`src/rtl/lpc_sd_pkg.sv`:
```
package lpc_sd_pkg;
  localparam int WR_W = 4;
  localparam int RD_W = 5;
  localparam int F_ARM = 0;
  localparam int F_SWH = 1;
  localparam int F_FLG = 2;
  localparam int F_IEN = 3;
  localparam int F_LVL = 4;
endpackage

```
`src/rtl/lpc_sd_sync.sv`:
```
module lpc_sd_sync #(
  parameter int STAGES = 2,
  parameter int WIDTH = 2,
  parameter logic [WIDTH-1:0] RST_VAL = '1
) (
  input  logic             clk,
  input  logic             rst,
  input  logic [WIDTH-1:0] d_i,
  output logic [WIDTH-1:0] q_o
);
  logic [WIDTH-1:0] stage [STAGES];

  always_ff @(posedge clk) begin
    if (rst) stage[0] <= RST_VAL;
    else     stage[0] <= d_i;
  end

  for (genvar s = 1; s < STAGES; s++) begin : g_stage
    always_ff @(posedge clk) begin
      if (rst) stage[s] <= RST_VAL;
      else     stage[s] <= stage[s-1];
    end
  end

  assign q_o = stage[STAGES-1];
endmodule

```
`src/rtl/lpc_sd_edge.sv`:
```
module lpc_sd_edge (
  input  logic clk,
  input  logic rst,
  input  logic lvl_i,
  output logic rise_o,
  output logic fall_o
);
  logic prev_q;

  always_ff @(posedge clk) begin
    if (rst) prev_q <= 1'b1;
    else     prev_q <= lvl_i;
  end

  assign rise_o = ~prev_q & lvl_i;
  assign fall_o = prev_q & ~lvl_i;
endmodule

```
`src/rtl/lpc_sd_regs.sv`:
```
module lpc_sd_regs
  import lpc_sd_pkg::*;
(
  input  logic            clk,
  input  logic            rst,
  input  logic            lrst_i,
  input  logic            wr_en_i,
  input  logic            rd_en_i,
  input  logic [WR_W-1:0] wdata_i,
  input  logic            rise_i,
  input  logic            fall_i,
  input  logic            lvl_i,
  output logic            arm_o,
  output logic            swh_o,
  output logic            flg_o,
  output logic            ien_o,
  output logic [RD_W-1:0] rdata_o
);
  logic rd_seen_q;

  // hardware arm: rising edge wins over a write in the same cycle
  always_ff @(posedge clk) begin
    if (rst || lrst_i)  arm_o <= 1'b0;
    else if (rise_i)    arm_o <= 1'b0;
    else if (wr_en_i)   arm_o <= wdata_i[F_ARM];
  end

  // software halt: arming clears it; the pin does not touch it
  always_ff @(posedge clk) begin
    if (rst || lrst_i) swh_o <= 1'b0;
    else if (wr_en_i)  swh_o <= wdata_i[F_SWH] & ~wdata_i[F_ARM];
  end

  // sticky edge flag with read-then-clear protocol
  always_ff @(posedge clk) begin
    if (rst || lrst_i) flg_o <= 1'b0;
    else if (fall_i)   flg_o <= 1'b1;
    else if (wr_en_i && !wdata_i[F_FLG] && rd_seen_q) flg_o <= 1'b0;
  end

  always_ff @(posedge clk) begin
    if (rst || lrst_i)          rd_seen_q <= 1'b0;
    else if (wr_en_i)           rd_seen_q <= 1'b0;
    else if (rd_en_i && flg_o)  rd_seen_q <= 1'b1;
  end

  always_ff @(posedge clk) begin
    if (rst)                     ien_o <= 1'b0;
    else if (wr_en_i && !lrst_i) ien_o <= wdata_i[F_IEN];
  end

  always_ff @(posedge clk) begin
    if (rst) rdata_o <= '0;
    else if (rd_en_i) begin
      rdata_o[F_ARM] <= arm_o;
      rdata_o[F_SWH] <= swh_o;
      rdata_o[F_FLG] <= flg_o;
      rdata_o[F_IEN] <= ien_o;
      rdata_o[F_LVL] <= lvl_i;
    end
  end

  assert_arm_clears_sw_R3: assert property (@(posedge clk) disable iff (rst)
    (wr_en_i && wdata_i[F_ARM]) |=> !swh_o);
  assert_rise_disarms_R5: assert property (@(posedge clk) disable iff (rst)
    rise_i |=> !arm_o);
  assert_fall_flags_R6: assert property (@(posedge clk) disable iff (rst)
    (fall_i && !lrst_i) |=> flg_o);
  assert_sw_holds_R2: assert property (@(posedge clk) disable iff (rst)
    (swh_o && !wr_en_i && !lrst_i) |=> swh_o);
endmodule

```
`src/rtl/lpc_shutdown_ctrl.sv`:
```
module lpc_shutdown_ctrl
  import lpc_sd_pkg::*;
#(
  parameter int SYNC_STAGES = 2,
  parameter int HOST_W = 8
) (
  input  logic              clk,
  input  logic              rst,
  input  logic              pd_n_i,
  input  logic              lreset_n_i,
  input  logic              wr_en_i,
  input  logic              rd_en_i,
  input  logic [WR_W-1:0]   wdata_i,
  output logic [RD_W-1:0]   rdata_o,
  input  logic [HOST_W-1:0] host_i,
  output logic [HOST_W-1:0] host_o,
  output logic              shut_rst_o,
  output logic              irq_o
);
  logic [1:0] pins_s;
  logic pd_lvl, lrst_act, pd_rise, pd_fall;
  logic arm, swh, flg, ien, shut_c;

  lpc_sd_sync #(.STAGES(SYNC_STAGES), .WIDTH(2), .RST_VAL(2'b11)) u_sync (
    .clk(clk), .rst(rst), .d_i({lreset_n_i, pd_n_i}), .q_o(pins_s));

  assign pd_lvl   = pins_s[0];
  assign lrst_act = ~pins_s[1];

  lpc_sd_edge u_edge (
    .clk(clk), .rst(rst), .lvl_i(pd_lvl), .rise_o(pd_rise), .fall_o(pd_fall));

  lpc_sd_regs u_regs (
    .clk(clk), .rst(rst), .lrst_i(lrst_act), .wr_en_i(wr_en_i),
    .rd_en_i(rd_en_i), .wdata_i(wdata_i), .rise_i(pd_rise), .fall_i(pd_fall),
    .lvl_i(pd_lvl), .arm_o(arm), .swh_o(swh), .flg_o(flg), .ien_o(ien),
    .rdata_o(rdata_o));

  // armed hardware path acts on the synchronized low level directly
  assign shut_c = lrst_act | swh | (arm & ~pd_lvl);

  always_ff @(posedge clk) begin
    if (rst) begin
      shut_rst_o <= 1'b0;
      irq_o      <= 1'b0;
      host_o     <= '0;
    end else begin
      shut_rst_o <= shut_c;
      irq_o      <= flg & ien;
      host_o     <= shut_c ? '0 : host_i;
    end
  end

  assert_lrst_shuts_R10: assert property (@(posedge clk) disable iff (rst)
    lrst_act |=> shut_rst_o);
  assert_mask_R11: assert property (@(posedge clk) disable iff (rst)
    shut_rst_o |-> (host_o == '0));
  assert_armed_low_R4: assert property (@(posedge clk) disable iff (rst)
    (arm && !pd_lvl) |=> shut_rst_o);
  assert_irq_R8: assert property (@(posedge clk) disable iff (rst)
    !ien |=> !irq_o);
endmodule

```
`config.mk`:
```
export PLATFORM = sky130hd
export DESIGN_NAME = lpc_shutdown_ctrl
export DESIGN_NICKNAME = d
export VERILOG_FILES = /design/src/rtl/lpc_sd_pkg.sv /design/src/rtl/lpc_sd_sync.sv /design/src/rtl/lpc_sd_edge.sv /design/src/rtl/lpc_sd_regs.sv /design/src/rtl/lpc_shutdown_ctrl.sv
export SDC_FILE = /design/constraint.sdc
export NUM_CORES = 1
export LEC_CHECK = 0
export BUFFER_PORTS_ARGS = -buffer_cell sky130_fd_sc_hd__buf_2
export CAP_MARGIN = 40
export CORE_MARGIN = 2
export CORE_UTILIZATION = 50
export DETAILED_ROUTE_END_ITERATION = 7
export PLACE_DENSITY = 0.8
export RECOVER_POWER = 50
export SYNTH_ARGS = -nofsm -noshare
export SYNTH_HDL_FRONTEND = slang
export SYNTH_HIERARCHICAL = 1
export SYNTH_SLANG_ARGS = --single-unit
export TNS_END_PERCENT = 100
```
`constraint.sdc`:
```
create_clock -name clk -period 1.8 [get_ports clk]
set_input_delay 0.27 -clock clk [delete_from_list [all_inputs] [get_ports clk]]
set_output_delay 0.27 -clock clk [all_outputs]
set_load 0.03 [all_outputs]
```
==> results.py <==
metrics = {
    "pwr": {
        "peakVddDrop_mv": 0.6621,
        "p_leak_nw": 0.4915,
        "power_density_nw_per_um2": 901.1,
        "internal_power_w": 0.0007141,
        "seq_power_share": 0.629,
        "p_clk_frac": 0.246,
        "comb_power_share": 0.125,
        "switchingPower_w": 0.0002250,
        "p_sw_frac": 0.2396,
    },
    "drt": {
        "viasPerCell": 4.731,
        "ant_nets": 0,
        "dr.pass1.iters": 2,
        "vias": 615,
        "drc": 0,
        "wl_per_cell_um": 11.52,
        "wirelength_mm": 1.497,
        "drtIter0Drc": 5,
    },
    "die": {
        "coreArea_um2": 1727,
        "die-area_um2": 2187,
        "die_x_um": 46.77,
        "start_util": 0.5297,
        "rows": 15,
        "die_h_um": 46.77,
        "pin_count": 33,
    },
    "logic_synthesis": {
        "synth_area_um2": 914.6,
        "yosysTopAreaCell": "dfxtp_1",
        "synth_top_area_frac": 0.5472,
        "synth_area_leaders": "dfxtp_1 55%, nor4b_2 13%, mux2i_1 8.8%",
        "synthesis.nets": 92,
        "ys_types": 19,
        "synth_edf_count": 0,
        "synthTopCellsByCount": "25 x dfxtp_1, 8 x mux2i_1, 8 x nor4b_2",
        "ys.flop_type": "dfxtp_1",
        "synth.most_common_cell": "dfxtp_1",
        "ys_warn_count": 6,
        "synth-seq-cells": 25,
        "synth_area_per_cell_um2": 12.36,
        "synthArstFlopShare": 0,
        "synth_cells": 74,
        "yosysSeqAreaShare": 0.5472,
    },
    "clock_network": {
        "htreeDepth": 1,
        "postCtsSetupRepairBufs": 0,
        "cts_sinks": 25,
        "clock_latency_ns": 0.30,
        "clockBufferDepth": 2,
        "cts_tree": "done",
        "cts_resized": 0,
        "hold_buffers": 0,
        "cts_buffers": 3,
        "cts-root-buf": "clkbuf_4",
        "clk_pin_slew_worst_paths_ns": 0.12,
    },
    "placed_design": {
        "io_buffers": 32,
        "place_ws_ns": 0.7700,
        "post-dp-hpwl_mm": 1.150,
        "place.gp.congestion": 0.6852,
    },
    "critical_path": {
        "cp.required_ns": 1.97,
        "worstPathArrival_ns": 1.39,
        "cp-end-kind": "flop",
        "criticalPathCategory": "reg -> reg",
        "start_kind": "flop",
        "cp_max_fo": 9,
    },
    "timing": {
        "setup_viol": 0,
        "finalHoldViolations": 0,
        "rsz0062_at_grt": "false",
        "finalMaxSlewViolations": 0,
        "fmax_mhz": 822.3,
        "fin_crit_sh": 0.6756,
        "worstMarginPinSlew_ns": 0.6876,
        "skew_ns": 0.001325,
        "maxSlewHeadroom": 0.5407,
        "min_period_ns": 1.216,
        "setup_slack_ns": 0.5839,
        "tns_ns": 0,
    },
    "layout": {
        "drive_above_1_share": 0.3524,
        "fin_nets": 124,
        "antenna_cells": 0,
        "synthToLayoutAreaGrowth_pct": 13.95,
    },
    "grt": {
        "antenna_found_initial": 0,
        "grt_pass1_wl_mm": 2.290,
        "grt_max_degree": 18,
        "grt_usage": 0.1485,
        "first_global_vias": 549,
        "grt-ovfl-total": 0,
    },
    "outcome": {
        "status": "complete, no violations",
    },
    "flow_run": {
        "cap_violations": 0,
    },
    "min_path": {
        "hold_path_class": "in -> reg",
    },
}
==> sequential cells by signal, summed over array words and instances (netlist names) <==
name	flops
u_regs/rdata_o	5
shut_rst_o	1
u_regs/swh_o	1
u_sync/stage	4
u_edge/prev_q	1
host_o	8
u_regs/ien_o	1
u_regs/arm_o	1
irq_o	1
u_regs/flg_o	1
u_regs/rd_seen_q	1
==> placed cells by master, fill, tap and decap left out, drive strengths merged <==
cell type  count
mux2i          8
and3           1
nor2b          4
or2            5
inv            2
a21oi          2
buf           31
nor4b          8
and2b          1
nor4           2
o31a           1
nand2b         1
clkbuf         5
nor3           2
nand3b         1
dfxtp         25
nor2           6
==> final timing paths <==
| path | start | slack, ns | cells past startpoint | end |
|---|---|---|---|---|
| setup / recovery | u_regs/arm_o | 0.58 | 2 | host_o[6] |
| hold / removal | lreset_n_i | 0.13 | 2 | u_sync/stage[0][1] |
| setup reg to reg | u_regs/arm_o | 0.58 | 2 | host_o[6] |
| hold reg to reg | u_sync/stage[0][1] | 0.42 | 1 | u_sync/stage[1][1] |
==> logic make-up (layout without fill, tap and decap cells) <==
family | count (synthesis) | after routing | synth area share
and+or+nand+nor | 31 | 31 | 0.2969
DFF | 25 | 25 | 0.5472
muxes | 8 | 8 | 0.08755
buffers and inverters | 7 | 38 | 0.04788
AOI/OAI and AO/OA | 3 | 3 | 0.02052
==> layout make-up <==
class	instances	area [um^2]
fill	164	684.4
sequential	25	500.5
multi-input combinational	42	317.8
timing repair buffer	32	158.9
tap	25	31.28
clock buffer	4	26.28
inverter	2	7.507
==> worst max-delay path, cell delays in order, from the launching register on <==
cell     delay [ns]
dfxtp_1        0.38
nor2b_1        0.58
nor4b_1        0.12
==> power groups by stage <==
stage          combinational (W)  sequential (W)  clock [W]
2_1_floorplan          0.0000575        0.000635          0
3_3_place_gp            0.000123        0.000605          0
3_5_place_dp            0.000126        0.000606          0
4_1_cts                 0.000126        0.000593   0.000244
5_1_grt                 0.000127        0.000595   0.000266
6_report                0.000117        0.000591   0.000231
==> metrics by stage <==
stage | std cells | hold WS (ns) | cell area, um^2 | total power [W] | util
after floorplan | 74 | 0.3485 | 914.6 | 0.0006927 | -
after global placement | 126 | 0.3926 | 1070 | 0.0007282 | 0.6196
after detailed placement | 126 | 0.3924 | 1070 | 0.0007318 | 0.6196
after CTS | 130 | 0.1169 | 1096 | 0.0009634 | 0.6348
after global routing | 130 | 0.1159 | 1042 | 0.0009879 | 0.6036
final | 130 | 0.1313 | 1042 | 0.0009392 | 0.6036
==> per-layer routing <==
metal | routed length [um] | track usage | vias to the layer above
li1 | - | - | 315
met5 | 0 | 0 | -
met1 | 632 | 0.1763 | 281
met3 | 89 | 0.05769 | 2
met4 | 4 | 0.03333 | 0
met2 | 771 | 0.2548 | 17
(Power assumes the default switching activity.)
